$ cat src/rtl/pairtlb_pkg.sv
package pairtlb_pkg;
    localparam int VA_W     = 32;
    localparam int OFF_W    = 12;
    localparam int VPN2_W   = VA_W - OFF_W - 1;
    localparam int PFN_W    = 20;
    localparam int PA_W     = PFN_W + OFF_W;
    localparam int ATTR_W   = 3;
    localparam int ASID_W   = 8;

    typedef struct packed {
        logic [PFN_W-1:0]  pfn;
        logic [ATTR_W-1:0] attr;
        logic              valid;
        logic              dirty;
    } half_t;

    typedef struct packed {
        logic [VPN2_W-1:0] vpn2;
        logic [ASID_W-1:0] asid;
        logic              global_en;
        half_t             even;
        half_t             odd;
    } entry_t;

    typedef enum logic [1:0] {
        FLT_NONE     = 2'd0,
        FLT_MISS     = 2'd1,
        FLT_INVALID  = 2'd2,
        FLT_MODIFIED = 2'd3
    } fault_e;
endpackage

$ cat src/rtl/pairtlb_store.sv
module pairtlb_store
    import pairtlb_pkg::*;
#(
    parameter int NUM_ENTRIES = 16,
    localparam int IDX_W = $clog2(NUM_ENTRIES)
) (
    input  logic             clk,
    input  logic             rst_n,
    input  logic             wr_en,
    input  logic [IDX_W-1:0] wr_idx,
    input  entry_t           wr_entry,
    output entry_t           entries [NUM_ENTRIES]
);
    always_ff @(posedge clk or negedge rst_n) begin
        if (!rst_n) begin
            for (int i = 0; i < NUM_ENTRIES; i++) begin
                entries[i] <= '0;
            end
        end else if (wr_en) begin
            entries[wr_idx] <= wr_entry;
        end
    end

    AST_WRITE_LANDS: assert property (@(posedge clk) disable iff (!rst_n)
        ($past(rst_n) && $past(wr_en)) |-> (entries[$past(wr_idx)] == $past(wr_entry)));
endmodule

$ cat src/rtl/pairtlb_match.sv
module pairtlb_match
    import pairtlb_pkg::*;
#(
    parameter int NUM_ENTRIES = 16
) (
    input  entry_t                  entries [NUM_ENTRIES],
    input  logic [VPN2_W-1:0]       lk_vpn2,
    input  logic [ASID_W-1:0]       lk_asid,
    output logic [NUM_ENTRIES-1:0]  match_vec
);
    for (genvar g = 0; g < NUM_ENTRIES; g++) begin : g_cmp
        logic tag_eq;
        logic id_ok;
        assign tag_eq = (entries[g].vpn2 == lk_vpn2);
        assign id_ok  = entries[g].global_en || (entries[g].asid == lk_asid);
        assign match_vec[g] = tag_eq && id_ok;
    end
endmodule

$ cat src/rtl/pairtlb_resolve.sv
module pairtlb_resolve
    import pairtlb_pkg::*;
#(
    parameter int NUM_ENTRIES = 16,
    localparam int IDX_W = $clog2(NUM_ENTRIES)
) (
    input  logic                    clk,
    input  logic                    rst_n,
    input  entry_t                  entries [NUM_ENTRIES],
    input  logic [NUM_ENTRIES-1:0]  match_vec,
    input  logic                    lk_odd,
    input  logic [OFF_W-1:0]        lk_offset,
    input  logic                    lk_write,
    output logic [PA_W-1:0]         lk_paddr,
    output logic [ATTR_W-1:0]       lk_attr,
    output logic                    lk_ok,
    output fault_e                  lk_fault
);
    logic             any_hit;
    logic [IDX_W-1:0] hit_idx;
    half_t            sel_half;

    always_comb begin
        any_hit = 1'b0;
        hit_idx = '0;
        for (int i = NUM_ENTRIES - 1; i >= 0; i--) begin
            if (match_vec[i]) begin
                any_hit = 1'b1;
                hit_idx = IDX_W'(i);
            end
        end
    end

    assign sel_half = lk_odd ? entries[hit_idx].odd : entries[hit_idx].even;

    always_comb begin
        if (!any_hit) begin
            lk_fault = FLT_MISS;
        end else if (!sel_half.valid) begin
            lk_fault = FLT_INVALID;
        end else if (lk_write && !sel_half.dirty) begin
            lk_fault = FLT_MODIFIED;
        end else begin
            lk_fault = FLT_NONE;
        end
    end

    always_comb begin
        lk_ok    = (lk_fault == FLT_NONE);
        lk_paddr = lk_ok ? {sel_half.pfn, lk_offset} : '0;
        lk_attr  = lk_ok ? sel_half.attr : '0;
    end

    AST_MODIFIED_ONLY_ON_STORE: assert property (@(posedge clk) disable iff (!rst_n)
        (lk_fault == FLT_MODIFIED) |-> lk_write);
    AST_INVALID_NEEDS_HIT: assert property (@(posedge clk) disable iff (!rst_n)
        (lk_fault == FLT_INVALID) |-> (match_vec != '0));
endmodule

$ cat src/rtl/pairtlb_xlate.sv
module pairtlb_xlate
    import pairtlb_pkg::*;
#(
    parameter int NUM_ENTRIES = 16,
    localparam int IDX_W = $clog2(NUM_ENTRIES)
) (
    input  logic              clk,
    input  logic              rst_n,
    input  logic              wr_en,
    input  logic [IDX_W-1:0]  wr_idx,
    input  logic [VPN2_W-1:0] wr_vpn2,
    input  logic [ASID_W-1:0] wr_asid,
    input  logic              wr_global,
    input  logic [PFN_W-1:0]  wr_pfn_even,
    input  logic [ATTR_W-1:0] wr_attr_even,
    input  logic              wr_valid_even,
    input  logic              wr_dirty_even,
    input  logic [PFN_W-1:0]  wr_pfn_odd,
    input  logic [ATTR_W-1:0] wr_attr_odd,
    input  logic              wr_valid_odd,
    input  logic              wr_dirty_odd,
    input  logic [VA_W-1:0]   lk_vaddr,
    input  logic [ASID_W-1:0] lk_asid,
    input  logic              lk_write,
    output logic [PA_W-1:0]   lk_paddr,
    output logic [ATTR_W-1:0] lk_attr,
    output logic              lk_ok,
    output logic [1:0]        lk_fault
);
    entry_t                 wr_entry;
    entry_t                 table_q [NUM_ENTRIES];
    logic [NUM_ENTRIES-1:0] match_vec;
    fault_e                 fault_code;

    always_comb begin
        wr_entry.vpn2       = wr_vpn2;
        wr_entry.asid       = wr_asid;
        wr_entry.global_en  = wr_global;
        wr_entry.even.pfn   = wr_pfn_even;
        wr_entry.even.attr  = wr_attr_even;
        wr_entry.even.valid = wr_valid_even;
        wr_entry.even.dirty = wr_dirty_even;
        wr_entry.odd.pfn    = wr_pfn_odd;
        wr_entry.odd.attr   = wr_attr_odd;
        wr_entry.odd.valid  = wr_valid_odd;
        wr_entry.odd.dirty  = wr_dirty_odd;
    end

    pairtlb_store #(.NUM_ENTRIES(NUM_ENTRIES)) u_store (
        .clk      (clk),
        .rst_n    (rst_n),
        .wr_en    (wr_en),
        .wr_idx   (wr_idx),
        .wr_entry (wr_entry),
        .entries  (table_q)
    );

    pairtlb_match #(.NUM_ENTRIES(NUM_ENTRIES)) u_match (
        .entries   (table_q),
        .lk_vpn2   (lk_vaddr[VA_W-1 -: VPN2_W]),
        .lk_asid   (lk_asid),
        .match_vec (match_vec)
    );

    pairtlb_resolve #(.NUM_ENTRIES(NUM_ENTRIES)) u_resolve (
        .clk       (clk),
        .rst_n     (rst_n),
        .entries   (table_q),
        .match_vec (match_vec),
        .lk_odd    (lk_vaddr[OFF_W]),
        .lk_offset (lk_vaddr[OFF_W-1:0]),
        .lk_write  (lk_write),
        .lk_paddr  (lk_paddr),
        .lk_attr   (lk_attr),
        .lk_ok     (lk_ok),
        .lk_fault  (fault_code)
    );

    assign lk_fault = fault_code;

    AST_MISS_WITHOUT_MATCH: assert property (@(posedge clk) disable iff (!rst_n)
        (match_vec == '0) |-> (lk_fault == 2'd1));
    AST_OFFSET_PASSES: assert property (@(posedge clk) disable iff (!rst_n)
        lk_ok |-> (lk_paddr[OFF_W-1:0] == lk_vaddr[OFF_W-1:0]));
    AST_FAULT_ZERO_OUT: assert property (@(posedge clk) disable iff (!rst_n)
        (lk_fault != 2'd0) |-> (lk_paddr == '0 && lk_attr == '0 && !lk_ok));
endmodule

$ cat config.mk
export PLATFORM = sky130hd
export DESIGN_NAME = pairtlb_xlate
export DESIGN_NICKNAME = d
export VERILOG_FILES = /design/src/rtl/pairtlb_pkg.sv /design/src/rtl/pairtlb_store.sv /design/src/rtl/pairtlb_match.sv /design/src/rtl/pairtlb_resolve.sv /design/src/rtl/pairtlb_xlate.sv
export SDC_FILE = /design/constraint.sdc
export NUM_CORES = 2
export LEC_CHECK = 0
export BUFFER_PORTS_ARGS = -buffer_cell sky130_fd_sc_hd__buf_2
export CORE_ASPECT_RATIO = 0.5
export CORE_MARGIN = 2
export CORE_UTILIZATION = 30
export DETAILED_ROUTE_END_ITERATION = 7
export PLACE_DENSITY = 0.53
export SLEW_MARGIN = 20
export SYNTH_ARGS = -nofsm -noshare
export SYNTH_HDL_FRONTEND = slang
export SYNTH_SLANG_ARGS = --single-unit
$ cat constraint.sdc
create_clock -name clk -period 5.6 [get_ports clk]
set_input_delay 0.84 -clock clk [delete_from_list [all_inputs] [get_ports clk]]
set_output_delay 0.84 -clock clk [all_outputs]
set_load 0.01 [all_outputs]
==> After elaboration in Yosys (flattened, before gate mapping) <==
Index checks and enable logic that the tools add are counted.
{ "op_classes": {"eq_ne": 32, "bitwise": 2, "add_sub_neg": 0, "shift": 0, "mux": 44, "n_reduce_logical": 36, "mul": 0, "magnitude_cmp": 3, "div_mod_pow": 0} }
{ "op_table": {"columns": ["operator", "n"], "rows": [
  ["bitwise mux 1248 bit", 1],
  ["binary-select mux 78 bit (select 4 bit)", 1],
  ["demux 78 bit (select 4 bit)", 1],
  ["equality test 19 bit", 16],
  ["equality test 8 bit", 16],
  ["two-way mux 50 bit", 2],
  ["two-way mux 78 bit", 1],
  ["two-way mux 4 bit", 16],
  ["two-way mux 32 bit", 1],
  ["two-way mux 25 bit", 1],
  ["logical AND 1 bit", 18],
  ["logical OR 1 bit", 16],
  ["two-way mux 1 bit", 16],
  ["greater-or-equal comparator 5 bit, second input constant", 2],
  ["NOT 4 -> 5 bit", 2],
  ["two-way mux 2 bit", 3],
  ["less-than comparator 5 x 1 -> 1 bit, second input constant", 1],
  ["two-way mux 3 bit", 1],
  ["zero test 2 bit", 1],
  ["zero test 1 bit", 1]
]} }
{ "totals": {"latchBits": 0, "inputBits": 126, "mem_bits_rw": 0, "out_inout_bits": 38, "mem_bits_ro": 0, "elab_cells": 293, "reg_bits": 1248, "mem_count": 0} }

==> Longest topological paths before layout <==
{ "depth": {"word_depth": 31, "ltp_mapped": 19, "ltp_nobuf": 13} }

==> Modules after synthesis <==
Synthesis repeated with hierarchy kept, for this count alone.
{ "hier_totals": {"cells_unflattened": 4836, "hier_area_um2": 59275.6} }
{ "modules_own_cells": {"columns": ["mod", "area_per_inst_um2", "cells_per_inst", "n_inst", "seq_area_each_um2"], "rows": [
  ["pairtlb_store", 46380.7, 2732, 1, 31230.0],
  ["pairtlb_resolve", 7568.5, 1458, 1, 0.0],
  ["pairtlb_match", 5326.4, 646, 1, 0.0]
]} }

==> Worst setup path after synthesis <==
No wires, ideal clock.
{ "synth_path": {"path_kind": "input to output", "startpoint": "in lk_vaddr[14]", "endpoint": "out lk_paddr[10]", "stages": 15, "t_required_ns": 4.760, "arrival_time_ns": 3.979, "setup_slack_ns": 0.781, "path_buffers": 4, "path_cell_list": "buf_2 buf_2 xnor2_1 nand3_1 nor4_1 nor4_1 o41a_4 a311oi_4 buf_4 nand2b_1 a31oi_1 nor4_2 a31oi_4 buf_6 and3_1"} }
{ "synth_via": {"elab_chain_cells": 30, "word_cells_on_any_way": 76, "classes_between": "eq/ne: 16; mux: 40; bitwise: 1; reduce/logical: 19"} }
{ "synth_lines": {"columns": ["element", "line", "text"], "rows": [
  ["start: declaration", "pairtlb_xlate.sv:22", "input logic [VA_W-1:0] lk_vaddr,"],
  ["equality test 19 bit", "pairtlb_match.sv:14", "assign tag_eq = (entries[g].vpn2 == lk_vpn2);"],
  ["logical AND 1 bit", "pairtlb_match.sv:16", "assign match_vec[g] = tag_eq && id_ok;"],
  ["two-way mux 4 bit (16 in series)", "pairtlb_resolve.sv:27", "if (match_vec[i]) begin"],
  ["NOT 4 -> 5 bit (implied by the code)", "pairtlb_resolve.sv:34", "assign sel_half = lk_odd ? entries[hit_idx].odd : entries[hit_idx].even;"],
  ["binary-select mux 78 bit (select 4 bit)", "pairtlb_resolve.sv:34", null],
  ["two-way mux 50 bit (implied by the code) (2 in series)", "pairtlb_resolve.sv:34", null],
  ["two-way mux 25 bit", "pairtlb_resolve.sv:34", null],
  ["zero test 1 bit", "pairtlb_resolve.sv:41", "end else if (lk_write && !sel_half.dirty) begin"],
  ["logical AND 1 bit", "pairtlb_resolve.sv:41", null],
  ["two-way mux 2 bit", "pairtlb_resolve.sv:41", null],
  ["two-way mux 2 bit", "pairtlb_resolve.sv:39", "end else if (!sel_half.valid) begin"],
  ["two-way mux 2 bit *", "pairtlb_resolve.sv:37", "if (!any_hit) begin"],
  ["zero test 2 bit *", "pairtlb_resolve.sv:49", "lk_ok = (lk_fault == FLT_NONE);"],
  ["two-way mux 32 bit *", "pairtlb_resolve.sv:50", "lk_paddr = lk_ok ? {sel_half.pfn, lk_offset} : '0;"],
  ["end: declaration", "pairtlb_xlate.sv:25", "output logic [PA_W-1:0] lk_paddr,"]
]} }
Mark *: on every way between the ends. The rest lies on a longest branch, timed or not. The select of a mux whose other input is x is not followed.

==> Worst setup path in the final report <==
{ "layout_path": {"startpoint": "in lk_vaddr[23]", "endpoint": "out lk_paddr[9]"} }
Same word-level chain as after synthesis.

==> impl_metrics.toml <==
[grt]
grt_max_degree = 148
grt.total_usage_pct = 17.59
grt_pass1_wl_um = 265900
antenna_found_initial = 40
grt-ovfl-total = 0
grt_pass1_vias = 39890

[setup_path]
critPathLaunchType = "input pin"
endpoint_kind = "output port"
cp.required_ns = 4.76
critPathMaxFanout = 14
crit_type = "in -> out"
worst_ep_arrival_time_ns = 5.08

[sta]
slew_violations = 0
period_share_pct = 105.7
fin_hold_ws_ns = 0.1224
fin_crit_ns = 5.919
fin_skew_ns = 0
setup_viol_count_final = 38
hold_viol = 0
max_slew_margin_pct = 24.00
clock.fmax_mhz = 168.9
rsz0062_at_grt = "yes"
timing.final.ws_setup_ns = -0.3193
tightest_slew_ns = 1.140

[floorplanning]
io_pins = 164
die_x_um = 632.8
num_rows = 115
initial_core_util_pct = 30.18
die_h_um = 318.4
coreArea_um2 = 196600
dieArea_um2 = 201500

[yosys]
ys_types = 62
syn_area_um2 = 59310
syn_inst = 4365
ys_ff_latch = 1248
ys_warn_count = 0
synth_edf_count = 0
async_reset_ff_share_pct = 100.0
synth.most_common_cell = "mux2_2"
synth_area_per_cell_um2 = 13.59
synth_flop_cell = "dfrtp_1"
synth.area.top_cells = "dfrtp_1, mux2_2, xor2_1"
synth_commonest_cells = "mux2_2, dfrtp_1, xor2_1, mux2i_1, clkbuf_1"
synth_fp_nets = 4491
synth_top_area_share_pct = 52.65
ys_seq_area_share_pct = 52.65
synth_largest_area_cell = "dfrtp_1"

[clocking]
cts_sinks = 1248
clk_pin_slew_worst_paths_ns = 0.06
clk_latency_ns = 0.76
cts_made_buffers = 132
htree_levels = 4
cts_tree = "built"
cts.root.buffer_cell = "clkbuf_16"
cts_buffer_depth = 3

[layout]
syn_to_final_growth_pct = 20.64
nets = 4825
largest_register_ffs = 1248
regMostFlops = "u_store.entries"
final_area_um2 = 71560
layout-drive-gt1-share_pct = 47.02
largestRegisters = "u_store.entries (1248)"
instances_no_fill = 7443

[routing]
drc = 0
drt-initial-drc-count = 2251
wl_per_cell_um = 24.07
wirelength_um = 179200
vias_per_cell = 4.983
drtAntennaViolNets = 0
dr.pass1.iters = 5
num_vias = 37090

[run_status]
violations = "negative setup slack"
status = "finished with violations"

[placed_design]
dp_hpwl_um = 105700
post_dp_cell_area_um2 = 65030
place_inst = 7147
portBuffers = 163
place_congestion = 0.7853

[min_path]
hold_class = "in -> async"

[run]
cap_violations = 0

[power_and_ir_drop]
p_per_area_nw_per_um2 = 363.6
irDropWorstVdd_mv = 0.2227
fin_total_pwr_mw = 26.01
leakage_nw = 32.28
[what timing repair did]
item / in CTS / in global routing
gates resized for setup: 124 / 131
hold buffers: 0 / 0
pin swaps: 51 / 37
endpoints found under the setup margin: 38 / 38
setup buffers: 24 / 18
gates cloned: 9 / 4
[cell usage in the layout (no fill, tap or decap), types with 29 or more instances in the layout]
cell	n
buf_12	70
xnor2_1	48
a211oi_1	62
nor4_1	69
nor2b_1	64
nand2_1	29
clkbuf_8	29
mux2_2	1279
clkbuf_16	142
a21oi_1	121
buf_6	48
clkbuf_1	30
dfrtp_1	1248
buf_2	130
buf_4	302
a22oi_1	52
mux2i_1	287
nor4_2	37
xor2_1	382
[area by class of cell]
type / count / area (um^2)
flip-flops and latches: 1248 / 31230
diodes: 13 / 32.53
inverters: 7 / 26.28
multi-input cells: 2734 / 27060
clock buffers: 197 / 3965
clock inverters: 36 / 459.2
fillers: 18850 / 125000
repair buffers: 576 / 5488
well taps: 2632 / 3293
[path summary, 6_finish.rpt]
check	start	endpoint	slack [ns]	cells past startpoint
setup / recovery	lk_vaddr[23]	lk_paddr[9]	-0.32	24
hold / removal	rst_n	u_store.entries[909]	0.12	1
setup reg to reg	u_store.entries[625]	u_store.entries[625]	4.80	1
hold reg to reg	u_store.entries[488]	u_store.entries[488]	0.50	1
max in group asynchronous	rst_n	u_store.entries[438]	4.07	2
min in group clk	wr_valid_odd	u_store.entries[547]	0.47	3
[metal layers]
metal	track usage, %	up-vias	part of all wire, %
met1	23.30	19740	45
met3	2.531	311	3.7
met4	7.074	22	3.3
met5	0	-	0.070
met2	28.89	669	48
li1	-	16350	-
[critical path: stages]
cell,delay (ns)
buf_2,0.17
buf_12,0.18
xor2_1,0.17
nor4_2,0.31
buf_4,0.19
nand4_1,0.11
buf_6,0.16
nor3_4,0.17
buf_4,0.15
nor4_2,0.05
o41a_4,0.42
a311oi_4,0.33
buf_12,0.19
buf_12,0.13
a2bb2oi_2,0.13
a31o_1,0.20
a31oi_4,0.05
nor4_4,0.30
a31oi_4,0.07
buf_12,0.17
buf_12,0.13
buf_16,0.14
and3_1,0.18
buf_2,0.13
[logic make-up (layout without fill, tap and decap cells)]
kind of cell	Yosys count	in the layout	share of synthesized area, %
DFF	1248	1248	52.65
and+or+nand+nor	355	355	3.575
buffers and inverters	383	816	3.559
muxes	1566	1566	29.13
AOI/OAI and AO/OA	381	381	4.710
xor gates and xnor gates	432	432	6.379
other	0	13	0
[metrics by stage]
stage	util [%]	setup WS, ns	setup TNS [ns]
finish	36.41	-0.3193	-9.834
global route	36.40	-0.4716	-15.71
CTS	35.90	-0.3968	-14.23
detailed placement	33.08	-0.8571	-24.79
global placement	33.07	-0.8643	-24.67
floorplan	-	0.7810	0
[power by group]
group | total, mW | switching [mW] | internal [mW] | leakage [nW]
Combinational | 4.67 | 2.00 | 2.67 | 14.8
Sequential | 12.3 | 1.20 | 11.1 | 15.3
Clock | 9.03 | 3.75 | 5.28 | 2.17
Note: power is estimated with default switching activity, not from simulation.
